## src/rtl/ring_submit_pkg.sv

```systemverilog
package ring_submit_pkg;
  typedef enum logic {
    NOTE_RELEASE  = 1'b0,
    NOTE_NONEMPTY = 1'b1
  } note_kind_t;
endpackage

```

## src/rtl/rs_ring_ptr.sv

```systemverilog
// Write position: buffer index and word offset inside it.
module rs_ring_ptr #(
  parameter int NBUF      = 4,
  parameter int BUF_WORDS = 4,
  localparam int IDX_W = $clog2(NBUF),
  localparam int OFF_W = $clog2(BUF_WORDS)
) (
  input  logic             clk,
  input  logic             rst_n,
  input  logic             step,
  input  logic             advance,
  output logic [IDX_W-1:0] idx_o,
  output logic [OFF_W-1:0] off_o
);
  logic [IDX_W-1:0] idx_q, idx_d;
  logic [OFF_W-1:0] off_q, off_d;

  always_comb begin
    idx_d = idx_q;
    off_d = off_q;
    if (advance) begin
      idx_d = idx_q + 1'b1;
      off_d = '0;
    end else if (step) begin
      off_d = off_q + 1'b1;
    end
  end

  always_ff @(posedge clk or negedge rst_n) begin
    if (!rst_n) begin
      idx_q <= '0;
      off_q <= '0;
    end else if (advance || step) begin
      idx_q <= idx_d;
      off_q <= off_d;
    end
  end

  assign idx_o = idx_q;
  assign off_o = off_q;
endmodule

```

## src/rtl/rs_owner.sv

```systemverilog
// One held-by-host flag per buffer.
module rs_owner #(
  parameter int NBUF = 4,
  localparam int IDX_W = $clog2(NBUF)
) (
  input  logic             clk,
  input  logic             rst_n,
  input  logic             set_en,
  input  logic [IDX_W-1:0] set_idx,
  input  logic             ret_en,
  input  logic [IDX_W-1:0] ret_idx,
  output logic [NBUF-1:0]  held_o
);
  for (genvar b = 0; b < NBUF; b++) begin : g_flag
    logic held_q, held_d, hit_set, hit_ret;
    assign hit_set = set_en && (set_idx == IDX_W'(b));
    assign hit_ret = ret_en && (ret_idx == IDX_W'(b));
    always_comb begin
      held_d = held_q;
      if (hit_set)      held_d = 1'b1;
      else if (hit_ret) held_d = 1'b0;
    end
    always_ff @(posedge clk or negedge rst_n) begin
      if (!rst_n)                held_q <= 1'b0;
      else if (hit_set || hit_ret) held_q <= held_d;
    end
    assign held_o[b] = held_q;
  end
endmodule

```

## src/rtl/rs_notice.sv

```systemverilog
// Two notice slots: nonempty is shown first, then release.
module rs_notice #(
  parameter int IDX_W = 2,
  parameter int CNT_W = 4
) (
  input  logic             clk,
  input  logic             rst_n,
  input  logic             nz_set,
  input  logic [IDX_W-1:0] nz_idx,
  input  logic             rel_set,
  input  logic [IDX_W-1:0] rel_idx,
  input  logic [CNT_W-1:0] rel_bytes,
  input  logic             note_ready,
  output logic             note_valid,
  output logic             note_kind,
  output logic [IDX_W-1:0] note_idx,
  output logic [CNT_W-1:0] note_bytes,
  output logic             rel_busy
);
  import ring_submit_pkg::*;
  logic             nz_q, nz_d, rel_q, rel_d, take;
  logic [IDX_W-1:0] nzi_q, reli_q;
  logic [CNT_W-1:0] relb_q;

  assign take = note_valid && note_ready;

  always_comb begin
    nz_d  = nz_q;
    rel_d = rel_q;
    if (take && nz_q)       nz_d  = 1'b0;
    else if (take && rel_q) rel_d = 1'b0;
    if (nz_set)  nz_d  = 1'b1;
    if (rel_set) rel_d = 1'b1;
  end

  always_ff @(posedge clk or negedge rst_n) begin
    if (!rst_n) begin
      nz_q  <= 1'b0;
      rel_q <= 1'b0;
    end else begin
      nz_q  <= nz_d;
      rel_q <= rel_d;
    end
  end

  always_ff @(posedge clk or negedge rst_n) begin
    if (!rst_n) begin
      nzi_q  <= '0;
      reli_q <= '0;
      relb_q <= '0;
    end else begin
      if (nz_set) nzi_q <= nz_idx;
      if (rel_set) begin
        reli_q <= rel_idx;
        relb_q <= rel_bytes;
      end
    end
  end

  assign note_valid = nz_q || rel_q;
  assign note_kind  = nz_q ? NOTE_NONEMPTY : NOTE_RELEASE;
  assign note_idx   = nz_q ? nzi_q : reli_q;
  assign note_bytes = nz_q ? '0 : relb_q;
  assign rel_busy   = rel_q;
endmodule

```

## src/rtl/ring_submit_ctrl.sv

```systemverilog
module ring_submit_ctrl #(
  parameter int DATA_W    = 16,
  parameter int NBUF      = 4,
  parameter int BUF_WORDS = 4,
  localparam int IDX_W = $clog2(NBUF),
  localparam int OFF_W = $clog2(BUF_WORDS),
  localparam int CNT_W = $clog2(BUF_WORDS * (DATA_W / 8)) + 1
) (
  input  logic                   clk,
  input  logic                   rst_n,
  input  logic                   in_valid,
  input  logic [DATA_W-1:0]      in_data,
  output logic                   in_ready,
  output logic                   wr_valid,
  output logic [IDX_W+OFF_W-1:0] wr_addr,
  output logic [DATA_W-1:0]      wr_data,
  input  logic                   wr_ready,
  input  logic                   flush_cmd,
  input  logic                   ret_valid,
  input  logic [IDX_W-1:0]       ret_idx,
  input  logic                   nonempty_en,
  output logic                   note_valid,
  input  logic                   note_ready,
  output logic                   note_kind,
  output logic [IDX_W-1:0]       note_idx,
  output logic [CNT_W-1:0]       note_bytes
);
  localparam int BYTES = DATA_W / 8;

  logic [IDX_W-1:0] cur_idx;
  logic [OFF_W-1:0] cur_off;
  logic [NBUF-1:0]  held;
  logic             rel_busy, slot_ok, accept, last_word;
  logic             sub_word, sub_part, submit, nz_set;
  logic             fl_q, fl_d;
  logic [OFF_W:0]   sub_words;
  logic [CNT_W-1:0] sub_bytes;

  assign slot_ok  = !note_valid && !held[cur_idx];
  assign in_ready = wr_ready && slot_ok;
  assign wr_valid = in_valid && slot_ok;
  assign wr_addr  = {cur_idx, cur_off};
  assign wr_data  = in_data;
  assign accept   = in_valid && in_ready;

  always_comb begin
    last_word = (cur_off == OFF_W'(BUF_WORDS - 1));
    sub_word  = accept && (last_word || fl_q);
    sub_part  = fl_q && (cur_off != '0) && !accept && !rel_busy;
    submit    = sub_word || sub_part;
    sub_words = {1'b0, cur_off} + {{OFF_W{1'b0}}, sub_word};
    sub_bytes = CNT_W'(sub_words) * CNT_W'(BYTES);
    nz_set    = accept && (cur_off == '0) && nonempty_en;
    fl_d      = (fl_q && !submit) || flush_cmd;
  end

  always_ff @(posedge clk or negedge rst_n) begin
    if (!rst_n) fl_q <= 1'b0;
    else        fl_q <= fl_d;
  end

  rs_ring_ptr #(.NBUF(NBUF), .BUF_WORDS(BUF_WORDS)) u_ptr (
    .clk(clk), .rst_n(rst_n), .step(accept), .advance(submit),
    .idx_o(cur_idx), .off_o(cur_off)
  );

  rs_owner #(.NBUF(NBUF)) u_own (
    .clk(clk), .rst_n(rst_n), .set_en(submit), .set_idx(cur_idx),
    .ret_en(ret_valid), .ret_idx(ret_idx), .held_o(held)
  );

  rs_notice #(.IDX_W(IDX_W), .CNT_W(CNT_W)) u_note (
    .clk(clk), .rst_n(rst_n), .nz_set(nz_set), .nz_idx(cur_idx),
    .rel_set(submit), .rel_idx(cur_idx), .rel_bytes(sub_bytes),
    .note_ready(note_ready), .note_valid(note_valid), .note_kind(note_kind),
    .note_idx(note_idx), .note_bytes(note_bytes), .rel_busy(rel_busy)
  );
endmodule

```

## config.mk

```make
export PLATFORM = sky130hd
export DESIGN_NAME = ring_submit_ctrl
export DESIGN_NICKNAME = d
export VERILOG_FILES = /design/src/rtl/ring_submit_pkg.sv /design/src/rtl/rs_ring_ptr.sv /design/src/rtl/rs_owner.sv /design/src/rtl/rs_notice.sv /design/src/rtl/ring_submit_ctrl.sv
export SDC_FILE = /design/constraint.sdc
export NUM_CORES = 1
export LEC_CHECK = 0
export BUFFER_PORTS_ARGS = -buffer_cell sky130_fd_sc_hd__clkbuf_2
export CAP_MARGIN = 20
export CORE_ASPECT_RATIO = 0.7
export CORE_MARGIN = 2
export CORE_UTILIZATION = 45
export CTS_BUF_LIST = sky130_fd_sc_hd__clkbuf_4 sky130_fd_sc_hd__clkbuf_8 sky130_fd_sc_hd__clkbuf_16
export DETAILED_ROUTE_END_ITERATION = 12
export PLACE_DENSITY = 0.89
export SYNTH_ARGS = -nofsm -noshare
export SYNTH_HDL_FRONTEND = slang
export SYNTH_SLANG_ARGS = --single-unit
```

## constraint.sdc

```tcl
create_clock -name clk -period 2.75 [get_ports clk]
set_input_delay 0.6875 -clock clk [delete_from_list [all_inputs] [get_ports clk]]
set_output_delay 0.6875 -clock clk [all_outputs]
set_load 0.1 [all_outputs]
```

==> results.md <==
* Status: finished clean
* N_diodes at 0
* Commonest non-fill, non-tap cell in the layout: clkbuf_2
* HPWL Detailed at 1720 um
* CTS HTree Levels at 1
* Clk buf depth at 2
* Reg clk slew, reported paths at 0.11 ns
* Post-Syn Area at 1100 um2
* # IOs at 56
* DRC at 0
* Most frequent cells in the layout: 20 x clkbuf_2, 15 x dfrtp_1, 10 x nand2_1
* Clock root buffer: clkbuf_4
* CP Max Fanout at 7
* Setup bufs post-CTS at 0
* Top delay family on crit path: multiplexers
* Remaining antenna violation count at 0
* Slew HR at 59.2%
* TritonCTS buffer count at 3
* Mean routed wirelength per cell at 15.7 um
* Sequential share of the synthesized area at 40.9%
* Critical Path Start: u_ptr.idx_o[0]
* Hold Slack at 0.306 ns
* Final setup fails at 0
* Crit start category: flop
* CP arrival at 1.89 ns
* Layout net count at 143
* Chip Width at 63.1 um
* Slew Limit Fails at 0
* Total Routing Usage GR at 17.0%
* Synth Warn # at 0
* CTS tree: done
* Worst Path Buf+Inv at 1
* Die Ht at 45.4 um
* Clk_skew at 0.00527 ns
* Total negative slack at 0 ns
* Reg2Reg Depth at 5
* Critical Path Sink Type: primary output
* Worst-Margin Slew at 0.606 ns
* Vias in the first global route at 744
* Routed vias at 748
* Fillers at 202
* # rows at 14
* HP Class: primary input to async pin
* Synth Register Bits at 18
* Global-route wire length before repair at 3560 um
* Hold buffer count at CTS at 0
* Violation count after the first detailed-route iteration at 20
* Period utilization at 93.7%
* Avg Vias per Cell at 5.34
* Unrepaired setup endpoints after global routing: no
* Initial Util at 49.5%
* Flop2flop setup slack at 0.18 ns
* PortBufs at 22
* Reg2Reg Capture Point: u_note.relb_q[2]
* Final hold vios at 0
* Core Box Area at 2220 um2
* End point of the critical path: in_ready
* Grt ovf at 0
* F_max at 388 MHz
* Final min period at 2.58 ns
* Pin count of the biggest net entering global routing at 19
* Fin cells at 140
* CP Data Required Time at 2.06 ns
* Max Cap Viol at 0
* WS Path Type: flop to primary output
* RePlAce Congestion at 0.851
* Worst skew pair latency at 0.30 ns
* Drt pass-1 iters at 6
* Placed Cells at 136
* Die Area at 2860 um2
* CP Cell Sequence: mux4_2 -> nor3_4 -> buf_4
* Syn Inst Count at 101
* Slowest-stage cell, CP: mux4_2
* Crit. path cell count at 3
* Initial antenna violation count at 0
* Area grow syn2layout at 7.95%
* Post_cts resized at 0
* Share of layout cells above drive strength 1 at 45.4%
* RR Startpoint: u_ptr.idx_o[0]
* Slowest cell delay on critical path at 0.65 ns
* Wirelength, routed at 2200 um
* Synth cell types at 27
* Mapped Nets at 135
* Fin util at 53.4%
* Clk sinks at 18
* Avg Inst Size Synth at 10.9 um2
-- final cells by class --
type	count	area (um2)	area share, %
well taps	32	40.0	3.37
clock buffers	4	36.3	3.05
repair buffers	22	115	9.68
inverters	7	26.3	2.21
multi-input cells	57	512	43.1
flip-flops and latches	18	459	38.6
-- cells by family after synthesis --
| kind of cell | count (synthesis) | share of synthesized area [%] |
|---|---|---|
| buf+inv | 26 | 14.7 |
| mux | 11 | 12.0 |
| simple gates | 25 | 11.9 |
| other cells | 1 | 0.341 |
| fa+ha+maj | 8 | 9.09 |
| compound gates | 11 | 10.2 |
| flops | 18 | 40.9 |
| xor+xnor | 1 | 0.796 |
-- how the worst min path moves through the flow --
stage,endpoint,slack (ns),cells after the start,from
after floorplan,fl_q,0.39,0,rst_n
after global placement,u_note.relb_q[3],0.48,1,u_note.relb_q[3]
after detailed placement,u_own.g_flag[1].held_q,0.49,1,u_own.g_flag[1].held_q
after CTS,u_note.relb_q[1],0.33,1,rst_n
after global routing,u_own.g_flag[2].held_q,0.33,1,rst_n
final,u_own.g_flag[2].held_q,0.31,1,rst_n
-- routing by layer --
metal | global-route usage (%) | wire [um] | up-vias
li1 | - | - | 343
met1 | 20.2 | 958 | 366
met2 | 27.7 | 1020 | 27
met3 | 7.67 | 170 | 12
met4 | 7.11 | 54 | 0
met5 | 0 | 0 | -
-- state kept, by name, summed over array words and instances (netlist names) --
register and cells:
u_note.nz_q 1, fl_q 1, u_own.g_flag.held_q 4, u_ptr.off_o 2, u_note.rel_busy 1, u_note.reli_q 2, u_note.nzi_q 2, u_ptr.idx_o 2
u_note.relb_q 3
-- through the flow --
step	worst slack, ns	cell area [um2]
after floorplan	-0.0188	1140
after global placement	0.332	1150
after detailed placement	0.175	1150
after CTS	0.163	1190
after global routing	0.0210	1190
final	0.174	1190
-- Yosys cell counts --
| cell | number | area, um2 |
|---|---|---|
| dfrtp_1 | 18 | 450 |
| buf_4 | 17 | 128 |
| nand2_1 | 10 | 37.5 |
| ha_1 | 8 | 100 |
| mux2_2 | 8 | 90.1 |
| inv_1 | 7 | 26.3 |
| a22o_2 | 4 | 40.0 |
| nor2b_1 | 3 | 18.8 |
| nor3_1 | 3 | 15.0 |
| mux2i_1 | 2 | 20.0 |
| nand3b_1 | 2 | 15.0 |
| nor4_1 | 2 | 12.5 |
| o22ai_1 | 2 | 12.5 |
| or3b_2 | 2 | 17.5 |
| a21o_1 | 1 | 7.51 |
| buf_1 | 1 | 3.75 |
| clkbuf_1 | 1 | 3.75 |
| conb_1 | 1 | 3.75 |
| mux4_2 | 1 | 22.5 |
| nand3_1 | 1 | 5.00 |
| nor2_1 | 1 | 3.75 |
| o21ai_0 | 1 | 5.00 |
| o21bai_1 | 1 | 7.51 |
| o41a_2 | 1 | 12.5 |
| o41ai_4 | 1 | 27.5 |
| or2_2 | 1 | 6.26 |
| xnor2_1 | 1 | 8.76 |
-- worst register-to-register path, stage by stage (launching register included) --
cell	delay, ns
dfrtp_4	0.48
mux4_2	0.65
nor4_1	0.60
ha_1	0.26
ha_1	0.22
mux2_2	0.26
Power is not shown: default switching activity piles up to over one toggle a cycle in this logic, so the estimate is an artifact.
